File: src/rtl/prs_pkg.sv
package prs_pkg;
  // taps used by the two low codes that repeat slower rates
  localparam int ALIAS_LO_IDX = 6;
  localparam int ALIAS_HI_IDX = 7;

  // prescaler stage selected by a rate code, clamped to the stages present
  function automatic int tap_index(input int code, input int stages);
    int idx;
    if (code == 1)      idx = ALIAS_LO_IDX;
    else if (code == 2) idx = ALIAS_HI_IDX;
    else                idx = code - 2;
    if (idx < 0)           idx = 0;
    if (idx > stages - 1)  idx = stages - 1;
    return idx;
  endfunction
endpackage

File: src/rtl/prs_prescaler.sv
module prs_prescaler #(
  parameter int STAGES = 15,
  parameter int CODE_W = 4
) (
  input  logic              clk,
  input  logic              rst,
  input  logic              tick,
  input  logic [CODE_W-1:0] rate_code,
  output logic              tap
);
  localparam int IDX_W = $clog2(STAGES);

  logic [STAGES-1:0] cnt;
  logic [IDX_W-1:0]  sel_idx;

  always_ff @(posedge clk) begin
    if (rst)       cnt <= '0;
    else if (tick) cnt <= cnt + 1'b1;
  end

  always_comb begin
    sel_idx = IDX_W'(prs_pkg::tap_index(int'(rate_code), STAGES));
    tap     = (rate_code != '0) && cnt[sel_idx];
  end
endmodule

File: src/rtl/prs_flag.sv
module prs_flag (
  input  logic clk,
  input  logic rst,
  input  logic tap,
  input  logic flag_clr,
  input  logic pie,
  output logic pflag,
  output logic irq
);
  logic tap_q;
  logic rise;
  logic flag_d;

  always_comb begin
    rise   = tap && !tap_q;
    // a new event outranks a clear in the same cycle
    flag_d = rise || (pflag && !flag_clr);
  end

  always_ff @(posedge clk) begin
    if (rst) begin
      tap_q <= 1'b0;
      pflag <= 1'b0;
      irq   <= 1'b0;
    end else begin
      tap_q <= tap;
      pflag <= flag_d;
      irq   <= flag_d && pie;
    end
  end
endmodule

File: src/rtl/prs_sqw_gate.sv
module prs_sqw_gate (
  input  logic clk,
  input  logic rst,
  input  logic tap,
  input  logic tick,
  input  logic sqwe,
  input  logic e32k,
  output logic sqw
);
  always_ff @(posedge clk) begin
    if (rst)       sqw <= 1'b0;
    else if (e32k) sqw <= tick;
    else if (sqwe) sqw <= tap;
    else           sqw <= 1'b0;
  end
endmodule

File: src/rtl/prs_rate_select.sv
module prs_rate_select #(
  parameter int STAGES = 15,
  parameter int CODE_W = 4
) (
  input  logic              clk,
  input  logic              rst,
  input  logic              tick,
  input  logic [CODE_W-1:0] rate_code,
  input  logic              pie,
  input  logic              sqwe,
  input  logic              e32k,
  input  logic              flag_clr,
  output logic              sqw,
  output logic              pflag,
  output logic              irq
);
  logic tap;

  prs_prescaler #(.STAGES(STAGES), .CODE_W(CODE_W)) i_prescaler (
    .clk(clk), .rst(rst), .tick(tick), .rate_code(rate_code), .tap(tap)
  );

  prs_flag i_flag (
    .clk(clk), .rst(rst), .tap(tap), .flag_clr(flag_clr), .pie(pie),
    .pflag(pflag), .irq(irq)
  );

  prs_sqw_gate i_sqw (
    .clk(clk), .rst(rst), .tap(tap), .tick(tick), .sqwe(sqwe), .e32k(e32k),
    .sqw(sqw)
  );
endmodule

File: config.mk
export PLATFORM = sky130hd
export DESIGN_NAME = prs_rate_select
export DESIGN_NICKNAME = d
export VERILOG_FILES = /design/src/rtl/prs_pkg.sv /design/src/rtl/prs_prescaler.sv /design/src/rtl/prs_flag.sv /design/src/rtl/prs_sqw_gate.sv /design/src/rtl/prs_rate_select.sv
export SDC_FILE = /design/constraint.sdc
export NUM_CORES = 1
export LEC_CHECK = 0
export CORE_ASPECT_RATIO = 1.1
export CORE_MARGIN = 4
export CORE_UTILIZATION = 60
export DETAILED_ROUTE_END_ITERATION = 8
export DONT_BUFFER_PORTS = 1
export HOLD_SLACK_MARGIN = 0.08
export PLACE_DENSITY = 0.74
export SYNTH_ARGS = -nofsm -noshare
export SYNTH_HDL_FRONTEND = slang
export SYNTH_SLANG_ARGS = --single-unit
File: constraint.sdc
create_clock -name clk -period 2.6 [get_ports clk]
set_input_delay 0.39 -clock clk [delete_from_list [all_inputs] [get_ports clk]]
set_output_delay 0.39 -clock clk [all_outputs]
set_load 0.05 [all_outputs]
# Word level (Yosys, flattened, before mapping)
# Index checks and enable logic that the tools add are counted.
# word_totals
ff_bits	19
in_bits	11
out_inout_bits	3
# op_classes
add_sub_neg	2
n_lt_le_gt_ge	3
eq_ne	2
n_mux	8
reduce_logical	8
# op_table
cell	n
$mux W32	3
$gt A32 B5 Y1 const B	1
$lt A32 B1 Y1 const B	1
$add A15 B1 Y15 const B	1
$lt A4 B5 Y1 const B	1
$sub A4 B2 Y5 const B	1
$bmux W1 S4	1
$eq A4 B2 Y1 const B	1
$eq A4 B3 Y1 const B	1
$logic_and A1 B1 Y1	4
$mux W4	1
$reduce_bool A4 Y1	1
$mux W1	3
$logic_not A1 Y1	2
$logic_or A1 B1 Y1	1

# Longest topological paths before layout
# logic_depth
depth_word	13
mapped_depth	10

# By module
# Synthesis repeated with hierarchy kept, for this count alone.
# unflattened
cells_unflattened	130
area_unflattened_um2	1068.5
# by_module_without_submodules
mod	instances	cells_each	area_per_inst_um2	seq_area_each_um2
prs_prescaler	1	117	937.1	300.3
prs_flag	1	9	95.1	60.1
prs_sqw_gate	1	4	36.3	20.0

# Least setup slack after synthesis
# Ideal clock, no wire load.
# synth_timing
path_type	in2reg
from	input rate_code[1]
to	register i_sqw.sqw
setup_time_ps	137
t_arrival_ps	1954
setup_slack_ps	509
stages	9
n_path_buf	2
path_cell_list	buf_4 inv_2 ha_1 buf_2 o21ai_1 a2111oi_0 nor4b_2 a32oi_2 o32ai_2
# synth_between
elab_chain_cells	12
# synth_lines
item	line	text
start: declaration	prs_rate_select.sv:8	input logic [CODE_W-1:0] rate_code,
$sub A4 B2 Y5 / $eq A4 B3 Y1 (equally long branches)	prs_pkg.sv:11, prs_pkg.sv:10	
$mux W32	prs_pkg.sv:10	else if (code == 2) idx = ALIAS_HI_IDX;
$mux W32	prs_pkg.sv:9	if (code == 1) idx = ALIAS_LO_IDX;
$lt A32 B1 Y1	prs_pkg.sv:12	if (idx < 0) idx = 0;
$mux W32	prs_pkg.sv:12	
$gt A32 B5 Y1	prs_pkg.sv:13	if (idx > stages - 1) idx = stages - 1;
$mux W4	prs_pkg.sv:13	
$bmux W1 S4	prs_prescaler.sv:23	tap = (rate_code != '0) && cnt[sel_idx];
$mux W1 (implied by the code)	prs_prescaler.sv:23	
$logic_and A1 B1 Y1 *	prs_prescaler.sv:23	
$mux W1 *	prs_sqw_gate.sv:13	else if (sqwe) sqw <= tap;
$mux W1 *	prs_sqw_gate.sv:12	else if (e32k) sqw <= tick;
end signal: assignment	prs_sqw_gate.sv:12	
end signal: assignment	prs_sqw_gate.sv:13	
end: declaration	prs_sqw_gate.sv:8	output logic sqw
# Every way passes the cells marked *; elsewhere a longest branch is shown, timed or not. The select of a mux whose other input is x is not followed.
# A chain may end at the register's enable or synchronous reset.

# Worst setup path in the final report
# layout_timing
from	input rate_code[1]
to	register i_flag.irq
# layout_between
elab_chain_cells	13
# layout_lines
item	line	text
$sub A4 B2 Y5 / $eq A4 B3 Y1 (equally long branches)	prs_pkg.sv:11, prs_pkg.sv:10	
$mux W32	prs_pkg.sv:10	
$mux W32	prs_pkg.sv:9	
$lt A32 B1 Y1	prs_pkg.sv:12	
$mux W32	prs_pkg.sv:12	
$gt A32 B5 Y1	prs_pkg.sv:13	
$mux W4	prs_pkg.sv:13	
$bmux W1 S4	prs_prescaler.sv:23	
$mux W1 (implied by the code)	prs_prescaler.sv:23	
$logic_and A1 B1 Y1 *	prs_prescaler.sv:23	
$logic_and A1 B1 Y1 *	prs_flag.sv:15	rise = tap && !tap_q;
$logic_or A1 B1 Y1 *	prs_flag.sv:17	flag_d = rise || (pflag && !flag_clr);
$logic_and A1 B1 Y1 *	prs_flag.sv:28	irq <= flag_d && pie;
end signal: assignment	prs_flag.sv:28	
end: declaration	prs_flag.sv:8	output logic irq
# Marked as above.

==> impl_metrics.json <==
{
  "areaGrowthSynthToFinish_pct": 0.212,
  "worst-setup-path-type": "input pin to flop",
  "fp.dieH_um": 54.5,
  "post_cts_buffers": 0,
  "cts_sinks": 19,
  "pwr-share-clk_pct": 27.5,
  "nets": 155,
  "antenna_left": 0,
  "cp-end-kind": "flop",
  "synth-simple-area-share_pct": 30.2,
  "gr-total-overflow": 0,
  "grt_max_degree": 21,
  "drv_slew": 0,
  "vias": 1008,
  "cts_resized": 0,
  "ctsHoldBuffers": 0,
  "synth_xor_area_share_pct": 11.9,
  "vias_per_cell": 6.00,
  "hp-class": "input pin to flop",
  "htree_num_levels": 1,
  "fin_skew_ns": 0.00593,
  "async_reset_ff_share_pct": 0,
  "p_leak_nw": 0.449,
  "numCtsBuffers": 3,
  "drv_cap": 0,
  "synth_top_family_by_area": "simple AND/OR/NAND/NOR gates",
  "totalWireLength_um": 2380,
  "globalplace.congestion": 1.02,
  "fmax_ghz": 0.560,
  "netSwitchingPower_mw": 0.150,
  "cts_root_buf": "clkbuf_4",
  "start_util_pct": 64.6,
  "seq_area_frac_synth_pct": 32.3,
  "switching_share_pct": 27.5,
  "power.internal_mw": 0.396,
  "power_frac_comb_pct": 13.8,
  "status": "complete, no violations",
  "drcViolationCount": 0,
  "synth_common_cells": "dfxtp_1 (19), nor2_1 (18), nand2_1 (12), xor2_1 (12), nand3_1 (10)",
  "report.final.hold_viol_count": 0,
  "ys_ff_latch": 19,
  "io_pins": 14,
  "port_buffers": 0,
  "synth_enable_flop_cells": 0,
  "num_rows": 16,
  "final_core_util_pct": 64.8,
  "arrival_ns": 1.97,
  "cts_tree": "built",
  "yosys.area_share.adder_pct": 2.13,
  "syn_area_per_cell_um2": 8.06,
  "rsz0062_at_grt": "false",
  "ys_warn_count": 0,
  "clk_latency_ns": 0.30,
  "die_x_um": 50.2,
  "grt_pass1_wl_um": 4010,
  "cp_max_fo": 14,
  "synthesis.area_um2": 1180,
  "tightest_slew_ns": 0.478,
  "regArea_um2": 380,
  "grt_pass1_vias": 929,
  "ys_types": 42,
  "ys.flop_type": "dfxtp_1",
  "synthCells": 146,
  "power_mw": 0.547,
  "fin_crit_ns": 1.79,
  "grt_antenna_before_repair": 0,
  "finalCritPeriodShare_pct": 68.7,
  "yosys-top-cells-area": "dfxtp_1 (32%), xor2_1 (8.9%), nor2_1 (5.7%), nand3_1 (4.3%), nand2_1 (3.8%)",
  "drive_gt1_share_pct": 7.09,
  "required_ns": 2.78,
  "synth.area.mux_share_pct": 0.850,
  "first_pass_iters": 4,
  "p_per_area_nw_per_um2": 463,
  "drt-wirelength-per-cell_um": 14.2,
  "finalSetupViolCount": 0,
  "multiInputGateArea_um2": 721,
  "max_slew_margin_pct": 67.3,
  "core_area_um2": 1820,
  "dieArea_um2": 2740,
  "cts_max_path_buffers": 2,
  "track_usage_pct": 19.1,
  "p_seq_share_pct": 58.8,
  "diodes": 0,
  "clkTransAtPathRegs_ns": 0.11,
  "fillerInstances": 155,
  "synth_compound_area_share_pct": 16.2,
  "drt_iter0_drc": 23,
  "syn-num-nets": 159,
  "worstSetupStartpointType": "input pin",
  "dp_hpwl_um": 1800,
  "yosys.area.top_type": "dfxtp_1",
  "yosysMostFrequentCell": "dfxtp_1",
  "setup_tns_ns": 0,
  "yosysTopAreaCellShare_pct": 32.3,
  "ir_drop_v": 0.000394
}
==> metrics by stage <==
step	std cells	worst slack, ns	hold WS [ns]	instance area, µm²
floorplan	146	0.509	0.425	1180
global placement	164	0.576	0.429	1150
detailed placement	164	0.474	0.445	1150
CTS	168	0.800	0.143	1180
global route	168	0.655	0.131	1180
finish	168	0.815	0.143	1180
==> worst paths after layout <==
path / to / cells past startpoint / slack (ns) / startpoint
max: i_flag.irq$_SDFF_PP0_ / 7 / 0.81 / rate_code[1]
min: i_prescaler.cnt[3]$_SDFFE_PP0P_ / 1 / 0.14 / rst
max reg2reg: i_prescaler.cnt[13]$_SDFFE_PP0P_ / 6 / 1.01 / i_prescaler.cnt[3]$_SDFFE_PP0P_
min reg2reg: i_flag.pflag$_SDFF_PP0_ / 1 / 0.46 / i_flag.tap_q$_SDFF_PP0_
==> cell families (layout without fill, tap and decap cells) <==
| group | after synthesis | in the layout |
|---|---|---|
| xor gates and xnor gates | 16 | 16 |
| buffers and inverters | 14 | 9 |
| adders and majority gates | 2 | 2 |
| and+or+nand+nor | 67 | 67 |
| AOI/OAI and AO/OA | 27 | 27 |
| DFF | 19 | 19 |
| muxes | 1 | 1 |
==> cell usage in the layout, fill, tap and decap left out, drive strengths merged <==
master | synthesis | final
nor2b | 3 | 3
and3 | 4 | 4
dfxtp | 19 | 19
o22ai | 3 | 3
and4 | 2 | 2
nand2 | 12 | 12
or3 | 2 | 2
inv | 5 | 5
nor2 | 19 | 19
ha | 2 | 2
nand4 | 2 | 2
xnor2 | 4 | 4
or4 | 1 | 1
xor2 | 12 | 12
o21a | 1 | 1
nand2b | 4 | 4
mux2i | 1 | 1
o21ai | 7 | 7
nor4b | 1 | 1
or3b | 1 | 1
a21oi | 6 | 6
a32oi | 1 | 1
o32ai | 2 | 2
a21o | 1 | 1
a221o | 1 | 1
nor3b | 1 | 1
o311ai | 1 | 1
or2b | 1 | 1
clkbuf | 4 | 4
nor3 | 4 | 4
o211ai | 1 | 1
nand3 | 10 | 10
a2111oi | 1 | 1
o31ai | 2 | 2
==> sequential cells by signal, indices dropped and copies added (netlist names) <==
name             cells
i_flag.irq           1
i_flag.pflag         1
i_flag.tap_q         1
i_prescaler.cnt     15
i_sqw.sqw            1
==> critical path, stage by stage <==
cell and delay [ns]:
inv_2 0.03, ha_1 0.41, o21ai_1 0.16, a2111oi_0 0.47, nor4b_2 0.10, a32oi_2 0.28
o32ai_1 0.11
==> area by class of cell <==
cell class	count	area share, %
Clock buffer	4	2.23
Sequential cell	19	32.2
Multi-Input combinational cell	113	61.1
Inverter	5	1.59
Tap cell	27	2.86
==> routing by layer <==
metal | wire [µm] | share of wire (%) | up-vias | track usage [%]
met3 | 190 | 8.0 | 8 | 4.36
met2 | 1120 | 47 | 39 | 33.9
met1 | 1020 | 43 | 460 | 22.7
li1 | - | - | 501 | -
met4 | 51 | 2.1 | 0 | 7.37
met5 | 0 | 0 | - | 0
==> power by group through the flow <==
stage                     Clock [mW]  Sequential (mW)  Combinational [mW]
final                          0.150            0.321              0.0752
after global routing           0.164            0.322              0.0846
after global placement             0            0.328              0.0727
after detailed placement           0            0.328              0.0740
after CTS                      0.151            0.321              0.0745
after floorplan                    0            0.326              0.0792
(Power assumes the default switching activity.)
